$ cat src/rtl/bsr_pkg.sv
package bsr_pkg;

  // Port-drive and source decode derived from the four static controls.
  typedef struct packed {
    logic drive_a;   // port A output enabled
    logic drive_b;   // port B output enabled
    logic src_a;     // parallel source is port A
    logic src_b;     // parallel source is port B
    logic recirc;    // parallel source is the register itself
    logic load_par;  // register takes the parallel source on the edge
    logic bypass;    // driven port follows the source combinationally
  } bsr_ctl_t;

  function automatic bsr_ctl_t decode_ctl(input logic a_en, input logic dir_a2b,
                                          input logic par_sel, input logic async_sel);
    bsr_ctl_t c;
    c.drive_a  = a_en & ~dir_a2b;
    c.drive_b  = dir_a2b;
    c.src_a    = dir_a2b & a_en;
    c.src_b    = ~dir_a2b;
    c.recirc   = dir_a2b & ~a_en;
    c.load_par = par_sel;
    c.bypass   = par_sel & async_sel;
    return c;
  endfunction

endpackage

$ cat src/rtl/bsr_src_sel.sv
module bsr_src_sel
  import bsr_pkg::*;
#(
  parameter int W = 8
) (
  input  bsr_ctl_t       ctl,
  input  logic [W-1:0]   a_in,
  input  logic [W-1:0]   b_in,
  input  logic [W-1:0]   stage_q,
  output logic [W-1:0]   par_src
);

  function automatic logic [W-1:0] pick_src(input bsr_ctl_t c, input logic [W-1:0] a,
                                            input logic [W-1:0] b, input logic [W-1:0] q);
    logic [W-1:0] r;
    r = q;
    if (c.src_a) r = a;
    else if (c.src_b) r = b;
    return r;
  endfunction

  assign par_src = pick_src(ctl, a_in, b_in, stage_q);

endmodule

$ cat src/rtl/bsr_stage_array.sv
module bsr_stage_array #(
  parameter int W = 8
) (
  input  logic         clk,
  input  logic         rst_n,
  input  logic         load_par,
  input  logic [W-1:0] par_src,
  input  logic         ser_in,
  output logic [W-1:0] stage_q
);

  for (genvar i = 0; i < W; i++) begin : g_stage
    logic ser_d;
    if (i == 0) begin : g_head
      assign ser_d = ser_in;
    end else begin : g_body
      assign ser_d = stage_q[i-1];
    end
    always_ff @(posedge clk or negedge rst_n) begin
      if (!rst_n) stage_q[i] <= 1'b0;
      else        stage_q[i] <= load_par ? par_src[i] : ser_d;
    end
  end

endmodule

$ cat src/rtl/bsr_out_path.sv
module bsr_out_path
  import bsr_pkg::*;
#(
  parameter int W = 8
) (
  input  bsr_ctl_t     ctl,
  input  logic [W-1:0] par_src,
  input  logic [W-1:0] stage_q,
  output logic [W-1:0] a_out,
  output logic [W-1:0] a_oe,
  output logic [W-1:0] b_out,
  output logic [W-1:0] b_oe
);

  logic [W-1:0] shown;

  assign shown = ctl.bypass ? par_src : stage_q;
  assign a_oe  = {W{ctl.drive_a}};
  assign b_oe  = {W{ctl.drive_b}};
  assign a_out = ctl.drive_a ? shown : '0;
  assign b_out = ctl.drive_b ? shown : '0;

endmodule

$ cat src/rtl/bus_shift_reg.sv
module bus_shift_reg
  import bsr_pkg::*;
#(
  parameter int W = 8
) (
  input  logic         clk,
  input  logic         rst_n,
  input  logic         a_en,
  input  logic         dir_a2b,
  input  logic         par_sel,
  input  logic         async_sel,
  input  logic         ser_in,
  input  logic [W-1:0] a_in,
  output logic [W-1:0] a_out,
  output logic [W-1:0] a_oe,
  input  logic [W-1:0] b_in,
  output logic [W-1:0] b_out,
  output logic [W-1:0] b_oe,
  output logic         ser_out
);

  bsr_ctl_t     ctl;
  logic [W-1:0] par_src;
  logic [W-1:0] stage_q;

  // Named events for the checker.
  logic ev_shift, ev_load_a, ev_load_b, ev_recirc;

  assign ctl       = decode_ctl(a_en, dir_a2b, par_sel, async_sel);
  assign ev_shift  = ~ctl.load_par;
  assign ev_load_a = ctl.load_par & ctl.src_a;
  assign ev_load_b = ctl.load_par & ctl.src_b;
  assign ev_recirc = ctl.load_par & ctl.recirc;

  bsr_src_sel #(.W(W)) u_src (
    .ctl(ctl), .a_in(a_in), .b_in(b_in), .stage_q(stage_q), .par_src(par_src)
  );

  bsr_stage_array #(.W(W)) u_stages (
    .clk(clk), .rst_n(rst_n), .load_par(ctl.load_par), .par_src(par_src),
    .ser_in(ser_in), .stage_q(stage_q)
  );

  bsr_out_path #(.W(W)) u_out (
    .ctl(ctl), .par_src(par_src), .stage_q(stage_q),
    .a_out(a_out), .a_oe(a_oe), .b_out(b_out), .b_oe(b_oe)
  );

  assign ser_out = stage_q[W-1];

endmodule

$ cat config.mk
export PLATFORM = sky130hd
export DESIGN_NAME = bus_shift_reg
export DESIGN_NICKNAME = d
export VERILOG_FILES = /design/src/rtl/bsr_pkg.sv /design/src/rtl/bsr_src_sel.sv /design/src/rtl/bsr_stage_array.sv /design/src/rtl/bsr_out_path.sv /design/src/rtl/bus_shift_reg.sv
export SDC_FILE = /design/constraint.sdc
export NUM_CORES = 1
export LEC_CHECK = 0
export ABC_CLOCK_PERIOD_IN_PS = 800
export BUFFER_PORTS_ARGS = -buffer_cell sky130_fd_sc_hd__buf_4
export CAP_MARGIN = 0
export CORE_MARGIN = 2
export CORE_UTILIZATION = 37
export CTS_CLUSTER_SIZE = 16
export DETAILED_ROUTE_END_ITERATION = 7
export GPL_ROUTABILITY_DRIVEN = 0
export PLACE_DENSITY = 0.82
export RECOVER_POWER = 100
export SYNTH_ARGS = -nofsm -noshare
export SYNTH_HDL_FRONTEND = slang
export SYNTH_SLANG_ARGS = --single-unit
$ cat constraint.sdc
create_clock -name clk -period 0.8 [get_ports clk]
set_input_delay 0.08 -clock clk [delete_from_list [all_inputs] [get_ports clk]]
set_output_delay 0.08 -clock clk [all_outputs]
set_load 0.005 [all_outputs]
Word-level counts from Yosys, hierarchy flattened
Cells that the tools add are included.
{"block": "classes", "muxes": 13, "bitwise_logic": 4}
{"cell": "$mux 8", "n": 5}
{"cell": "$mux 1", "n": 8}
{"cell": "$and 1x1->1", "n": 3}
{"cell": "$not 1->1", "n": 1}
{"block": "word_totals", "ff_bits": 8, "out_inout_bits": 33, "word_cells": 25}

Logic depth before layout (Yosys ltp)
Gate-level depths: netlist of the first run.
{"block": "depth", "depth_word": 4, "ltp_mapped": 5, "ltp_nobuf": 2}

By module
A second synthesis of the first run with hierarchy kept.
{"block": "hier_totals", "cells_unflattened": 96, "hier_area_um2": 900.9}
{"mod": "bsr_stage_array", "instances": 1, "cells_per_inst": 24, "area_each_um2": 384.1, "seq_area_each_um2": 200.2}
{"mod": "bsr_out_path", "instances": 1, "cells_per_inst": 41, "area_each_um2": 311.5, "seq_area_each_um2": 0.0}
{"mod": "bsr_src_sel", "instances": 1, "cells_per_inst": 26, "area_each_um2": 172.7, "seq_area_each_um2": 0.0}
{"mod": "bus_shift_reg", "instances": 1, "cells_per_inst": 5, "area_each_um2": 32.5, "seq_area_each_um2": 0.0}

Worst setup path before layout of the first run
OpenSTA, ideal clock, no wires.
{"block": "synth_path", "path_type": "register to output", "startpoint": "register u_stages.stage_q[7]", "endpoint": "output port a_out[7]", "arrival_time_ns": 0.742, "t_required_ns": 0.720, "slack_ns": -0.022, "path_stages_with_launch": 3, "path_cell_list": "dfrtp_1 > a21bo_2 > a21oi_1"}
{"block": "synth_via", "elab_chain_cells": 4}
{"element": "start, declared", "line_no": "bsr_stage_array.sv:9", "rtl": "output logic [W-1:0] stage_q"}
{"element": "start signal, assigned by index", "line_no": "bsr_stage_array.sv:21", "rtl": "else stage_q[i] <= load_par ? par_src[i] : ser_d;"}
{"element": "$mux 8", "line_no": "bsr_src_sel.sv:18", "rtl": "else if (c.src_b) r = b;"}
{"element": "$mux 8", "line_no": "bsr_src_sel.sv:17", "rtl": "if (c.src_a) r = a;"}
{"element": "$mux 8 (*)", "line_no": "bsr_out_path.sv:17", "rtl": "assign shown = ctl.bypass ? par_src : stage_q;"}
{"element": "$mux 8 (*)", "line_no": "bsr_out_path.sv:20", "rtl": "assign a_out = ctl.drive_a ? shown : '0;"}
{"element": "end, declared", "line_no": "bus_shift_reg.sv:14", "rtl": "output logic [W-1:0] a_out,"}
Mark *: on every way between the ends. The rest lies on a longest branch, timed or not.

Worst setup path after layout of the first run
{"block": "layout_path", "startpoint": "register u_stages.stage_q[5], in the netlist u_stages.g_stage[6].ser_d", "endpoint": "output port a_out[5]"}
The elaborated chain is that of the path after synthesis.

==> results.tsv, run 1 <==
metric	value	unit
outcome	finished with violations	
violations in the final reports	setup timing	
via-per-instance ratio	5.45	
number of DRC markers in iteration 0	29	
Starting Density	38.9	%
maximum fanout along the worst path	2	
design internal power	1.21	mW
Die H	55.0	µm
Initial DRT Pass Iterations	4	
required time of the critical path	0.72	ns
VDD IR max	0.799	mV
Placeable Area	2480	µm²
total inserted antenna cells	0	
overall die area	3030	µm²
final critical path time including I/O delays and setup	1.22	ns
pin count of the biggest net entering global routing	18	
Worst Path Arrival	1.14	ns
worst path buffer plus inverter count	1	
part of the power in registers	27.2	%
net switching power	0.595	mW
hpwl dp	2180	µm
CP Cell Sequence	a21bo_2 > a21oi_2 > buf_4	
synthesized netlist net count	140	
first-pass GRT wire length	5020	µm
Max Buffers Root-to-Sink	2	
number of antenna-violating nets in the routed design	0	
number of global-route vias before repair	1047	
I/O pin total	56	
H-Tree Level Count	1	
worst skew pair latency	0.26	ns
TritonCTS clock tree	yes	
fraction of layout instances using a drive strength above 1	63.9	%
sum of negative setup slack	-6.98	ns
final number of max-transition violations	0	
count of endpoints failing setup in the final report	25	
cell type group with the largest total delay on the critical path	flip-flops	
most common cell after layout, fill and taps aside	sky130_fd_sc_hd__buf_4	
setup repair after global routing missed its margin	yes	
initial antenna violation count	0	
number of vias after detailed routing	1144	
total of warnings raised by yosys	0	
Max Fclk	0.817	GHz
post-synthesis instance total	117	
total wire length	3290	µm
worst slew margin relative to its limit	64.0	%
Yosys cell types	14	
portion of total power attributed to the clock network	19.0	%
WL/cell	15.7	µm
Gate power share	53.9	%
commonest cells after routing, fill and taps aside	sky130_fd_sc_hd__buf_4, sky130_fd_sc_hd__mux2i_1, sky130_fd_sc_hd__buf_6, sky130_fd_sc_hd__nand2_1, sky130_fd_sc_hd__clkbuf_4	
final-report hold violation count	0	
Setup crit start kind	flip-flop	
Layout Utilization	65.5	%
Yosys top cell by area	sky130_fd_sc_hd__dfrtp_1	
max-capacitance violation count	0	
hold crit path type	input pin to flip-flop	
critical path endpoint category	output pin	
combined flip-flop and latch cell area	200	µm²
final clock skew	0.00399	ns
CTS root buf	sky130_fd_sc_hd__clkbuf_4	
switching fraction of total power	33.0	%
count of buffers from port buffering	55	
highest cell delay on the worst timing path	0.38	ns
final routed DRC violation total	0	
period utilisation layout	153	%
power density cells	1110	nW/µm²
total standard cell area after synthesis	963	µm²
number of cell rows	18	
mean cell area of the mapped netlist	8.23	µm²
All-Layer GR Usage	23.8	%
total of flip-flops plus latches after synthesis	8	
number of nets in the layout	205	
actual slew at the worst max-slew pin	0.540	ns
area share of the largest cell type after synthesis	20.8	%
number of fillers in the final layout	196	
GRT overflow	0	
Sink Count	8	
critical path class	flip-flop to output pin	
area of combinational cells with multiple inputs	649	µm²
clock slew at reported path FFs	0.07	ns
die width	55.0	µm
Seq/Total Area, Yosys	20.8	%
CP max stage cell	sky130_fd_sc_hd__dfrtp_1	
PnR worst setup slack	-0.424	ns
Leak	0.774	nW
leading cell types by total area after synthesis	sky130_fd_sc_hd__dfrtp_1, sky130_fd_sc_hd__mux2i_1, sky130_fd_sc_hd__buf_4, sky130_fd_sc_hd__a21bo_2, sky130_fd_sc_hd__nand2_1	
clock buffers created by TritonCTS	3	
Layout area overhead	68.3	%
-- worst paths after layout --
| check | endpoint | slack, ns | startpoint | cells after the start |
|---|---|---|---|---|
| worst min register to register | u_stages.g_stage[3].ser_d$_DFF_PN0_ | 0.61 | u_stages.g_stage[2].ser_d$_DFF_PN0_ | 3 |
| min in group asynchronous | u_stages.g_stage[4].ser_d$_DFF_PN0_ | 0.33 | rst_n | 2 |
| worst max register to register | u_stages.g_stage[1].ser_d$_DFF_PN0_ | -0.20 | u_stages.g_stage[1].ser_d$_DFF_PN0_ | 4 |
| worst max-delay path | a_out[5] | -0.42 | u_stages.g_stage[6].ser_d$_DFF_PN0_ | 3 |
| max in group asynchronous | u_stages.g_stage[5].ser_d$_DFF_PN0_ | 0.11 | rst_n | 2 |
| worst min-delay path | u_stages.g_stage[1].ser_d$_DFF_PN0_ | 0.06 | ser_in | 3 |
-- routing by layer --
layer	global-route usage [%]	vias up	wire, µm
li1	-	522	-
met1	29.7	548	1290
met2	39.3	63	1640
met3	3.49	11	254
met4	13.0	0	112
met5	0	-	0
-- tightest hold or removal path: stages --
cell and delay (ns):
sky130_fd_sc_hd__buf_4 0.08, sky130_fd_sc_hd__nand2b_1 0.05, sky130_fd_sc_hd__o211ai_1 0.08
-- stage by stage --
step | cells | hold slack (ns) | cell area [µm²] | setup slack [ns] | power [mW]
6_report | 210 | 0.0622 | 1620 | -0.424 | 1.80
3_5_place_dp | 201 | -0.0875 | 1440 | -0.132 | 1.27
3_3_place_gp | 201 | -0.0930 | 1440 | -0.126 | 1.25
5_1_grt | 210 | 0.104 | 1620 | -0.452 | 1.89
2_1_floorplan | 117 | -0.216 | 975 | -0.000381 | 0.881
4_1_cts | 207 | 0.0702 | 1530 | -0.359 | 1.68
-- layout make-up --
| type | count | share of cell area, % |
|---|---|---|
| timing repair buffer | 85 | 43.7 |
| multi-input combinational | 83 | 40.0 |
| sequential | 8 | 12.3 |
| tap | 30 | 2.31 |
| clock buffer | 3 | 1.39 |
| inverter | 1 | 0.231 |
-- cells in the mapped netlist (all sizes together) --
library cell  number
o211ai             8
dfrtp              8
nand2b             9
a21oi              8
nand3b             8
inv                1
mux2i             16
buf               25
nand3              8
and3               1
nand2             17
a21bo              8
-- flip-flops by register name, indices dropped and copies added (netlist names) --
register	cells
u_stages.g_stage.ser_d	7
u_stages.stage_q	1
-- what timing repair did --
item / 4_1_cts / 5_1_grt
setup buffers: 2 / 3
pin swaps: 8 / 3
resized for setup: 14 / 18
hold buffers: 1 / 0
hold endpoints to repair: 8 / 0
endpoints found under the setup margin: 33 / 33
-- kinds of logic after synthesis --
| family | count (synthesis) | synth area share [%] |
|---|---|---|
| flip-flops | 8 | 20.8 |
| buffers and inverters | 26 | 19.9 |
| AO/OA/AOI/OAI | 24 | 18.7 |
| multiplexers | 16 | 16.6 |
| AND/OR/NAND/NOR | 43 | 24.0 |
-- power by group through the flow --
| stage | Sequential [mW] | Clock, mW | Combinational [mW] |
|---|---|---|---|
| after floorplan | 0.496 | 0 | 0.385 |
| after global placement | 0.484 | 0 | 0.768 |
| after detailed placement | 0.485 | 0 | 0.789 |
| after CTS | 0.479 | 0.339 | 0.862 |
| after global routing | 0.494 | 0.353 | 1.04 |
| final | 0.490 | 0.342 | 0.971 |
No activity file was read; power rests on OpenSTA's default activity.
==> run 2: changes to the inputs <==
ABC_CLOCK_PERIOD_IN_PS = 1300   (was 800)
PLACE_DENSITY = 0.79   (was 0.82)
clock period = 1.3 ns   (was 0.8 ns; I/O delays follow)
==> run 2 against run 1 <==
The run still ends with setup timing left. Largest cell class is now multi-input combinational cells. Combinational power is 56% lower. Sequential power is 38% lower. Design area is 18% lower. Core utilization is 12 points lower.
==> results.tsv, run 2 (synthesis results as in run 1) <==
metric	value	unit	change
final routed DRC violation total	0		unchanged
required time of the critical path	1.17	ns	+0.45 ns
cell count of the worst hold path	3		unchanged
violations in the final reports	setup timing		
total design power	0.932	mW	-48%
commonest cells after routing, fill and taps aside	sky130_fd_sc_hd__buf_4, sky130_fd_sc_hd__nand2_1, sky130_fd_sc_hd__mux2i_1, sky130_fd_sc_hd__clkbuf_4, sky130_fd_sc_hd__nand2b_1		
H-Tree Level Count	1		unchanged
final hold slack	0.0992	ns	+0.0369 ns
hpwl dp	2020	µm	-7.6%
setup repair after global routing missed its margin	yes		
Die H	55.0	µm	unchanged
final clock skew	0.00165	ns	-0.00234 ns
Initial DRT Pass Iterations	4		unchanged
number of fillers in the final layout	236		+20%
Max Fclk	0.766	GHz	
outcome	finished with violations		
max-capacitance violation count	0		unchanged
most common cell after layout, fill and taps aside	sky130_fd_sc_hd__buf_4		
critical path class	flip-flop to output pin		
Leak	0.630	nW	-19%
first-pass GRT wire length	3820	µm	-24%
actual slew at the worst max-slew pin	0.446	ns	-0.0941 ns
worst slew margin relative to its limit	70.3	%	+6.3 points
WL/cell	14.5	µm	-7.8%
Sink Count	8		unchanged
PnR worst setup slack	-0.00605	ns	+0.418 ns
number of global-route vias before repair	836		-20%
pin count of the biggest net entering global routing	34		+16
Post-Place Setup Slack	0.137	ns	+0.269 ns
Reg-to-Reg End	u_stages.g_stage[2].ser_d$_DFF_PN0_		
clock slew at reported path FFs	0.05	ns	-0.02 ns
launching element of the worst setup path	u_stages.g_stage[4].ser_d$_DFF_PN0_		
total inserted antenna cells	0		unchanged
hold crit path type	input pin to flip-flop		
FF-to-FF Start	u_stages.g_stage[2].ser_d$_DFF_PN0_		
overall die area	3030	µm²	unchanged
clock buffers created by TritonCTS	3		unchanged
maximum fanout along the worst path	4		+2
flop-to-flop setup slack	0.36	ns	+0.56 ns
count of buffers from port buffering	55		unchanged
critical path endpoint category	output pin		
worst skew pair latency	0.26	ns	about the same
period utilisation layout	100	%	
fraction of layout instances using a drive strength above 1	49.1	%	-15 points
final-report hold violation count	0		unchanged
Placeable Area	2480	µm²	unchanged
launch point of the worst hold path	ser_in		
sum of negative setup slack	-0.00605	ns	+6.97 ns
terminating pin of the worst hold path	u_stages.g_stage[1].ser_d$_DFF_PN0_		
total wire length	2730	µm	-17%
Worst Path Arrival	1.18	ns	+0.04 ns
initial antenna violation count	0		unchanged
number of vias after detailed routing	1000		-13%
Reg2Reg Depth	3		-1
GRT overflow	0		unchanged
flip-flop count of the largest register, all copies and words added	7		unchanged
Final Cell Area	1330	µm²	-18%
number of cell rows	18		unchanged
final critical path time including I/O delays and setup	1.31	ns	
number of DRC markers in iteration 0	20		-31%
power density cells	701	nW/µm²	-37%
Starting Density	38.9	%	unchanged
Layout area overhead	38.1	%	
All-Layer GR Usage	18.0	%	-5.9 points
via-per-instance ratio	5.29		-2.9%
number of antenna-violating nets in the routed design	0		unchanged
Setup crit start kind	flip-flop		
final number of max-transition violations	0		unchanged
TritonCTS clock tree	yes		
VDD IR max	0.414	mV	-48%
CTS root buf	sky130_fd_sc_hd__clkbuf_4		
number of nets in the layout	184		-10%
area after detailed placement	1240	µm²	-14%
die width	55.0	µm	unchanged
Max Buffers Root-to-Sink	2		unchanged
count of endpoints failing setup in the final report	1		-96%
I/O pin total	56		unchanged
[run 2: changes by cell type in the layout (fill, tap and decap cells not counted), sizes merged]
cell,previous run,this run
buf,76,52
clkbuf,11,14
[run 2: worst max-delay path by stage]
| stage | end | cells after the start |
|---|---|---|
| 6_report | a_out[3] | 3 |
| 5_1_grt | a_out[3] | 3 |
| 4_1_cts | a_out[5] | 3 |
| 3_5_place_dp | b_out[0] | 4 |
| 3_3_place_gp | b_out[0] | 4 |
| 2_1_floorplan | b_out[0] | 4 |
[run 2: layout make-up]
type,count,area (µm²),area share [%]
clock buffers,3,22.5,1.69
well taps,30,37.5,2.82
flip-flops and latches,8,200,15.1
repair buffers,64,472,35.5
multi-input cells,83,594,44.7
inverters,1,3.75,0.282
[run 2: layer usage]
| metal | track usage, % | part of all wire, % |
|---|---|---|
| met5 | 0 | 0 |
| met4 | 7.32 | 2.4 |
| met3 | 2.15 | 7.5 |
| met2 | 29.4 | 48 |
| met1 | 23.9 | 42 |
[run 2: what timing repair did]
action,in CTS,in global routing
hold buffers,1,0
cloned,0,0
hold endpoints to repair,8,0
buffers inserted,6,0
pin swaps,0,4
resized for setup,0,6
endpoints found under the setup margin,6,7
[run 2: per-stage QoR]
stage          utilization [%]  instances
2_1_floorplan                -        117
3_3_place_gp              50.1        179
3_5_place_dp              50.1        179
4_1_cts                   53.2        189
5_1_grt                   53.7        189
6_report                  53.7        189
[run 2: critical path, stage by stage, from the launching register on]
cell and delay (ns):
sky130_fd_sc_hd__dfrtp_1 0.38, sky130_fd_sc_hd__a21bo_2 0.25, sky130_fd_sc_hd__a21oi_2 0.15, sky130_fd_sc_hd__buf_4 0.13
[run 2: report_power, final]
group / switching, mW / leakage (nW) / internal, mW / total, mW
clock network: 0.0910 / 0.0138 / 0.106 / 0.197
registers: 0.0252 / 0.0985 / 0.280 / 0.305
logic: 0.190 / 0.517 / 0.240 / 0.430
total: 0.307 / 0.630 / 0.625 / 0.932
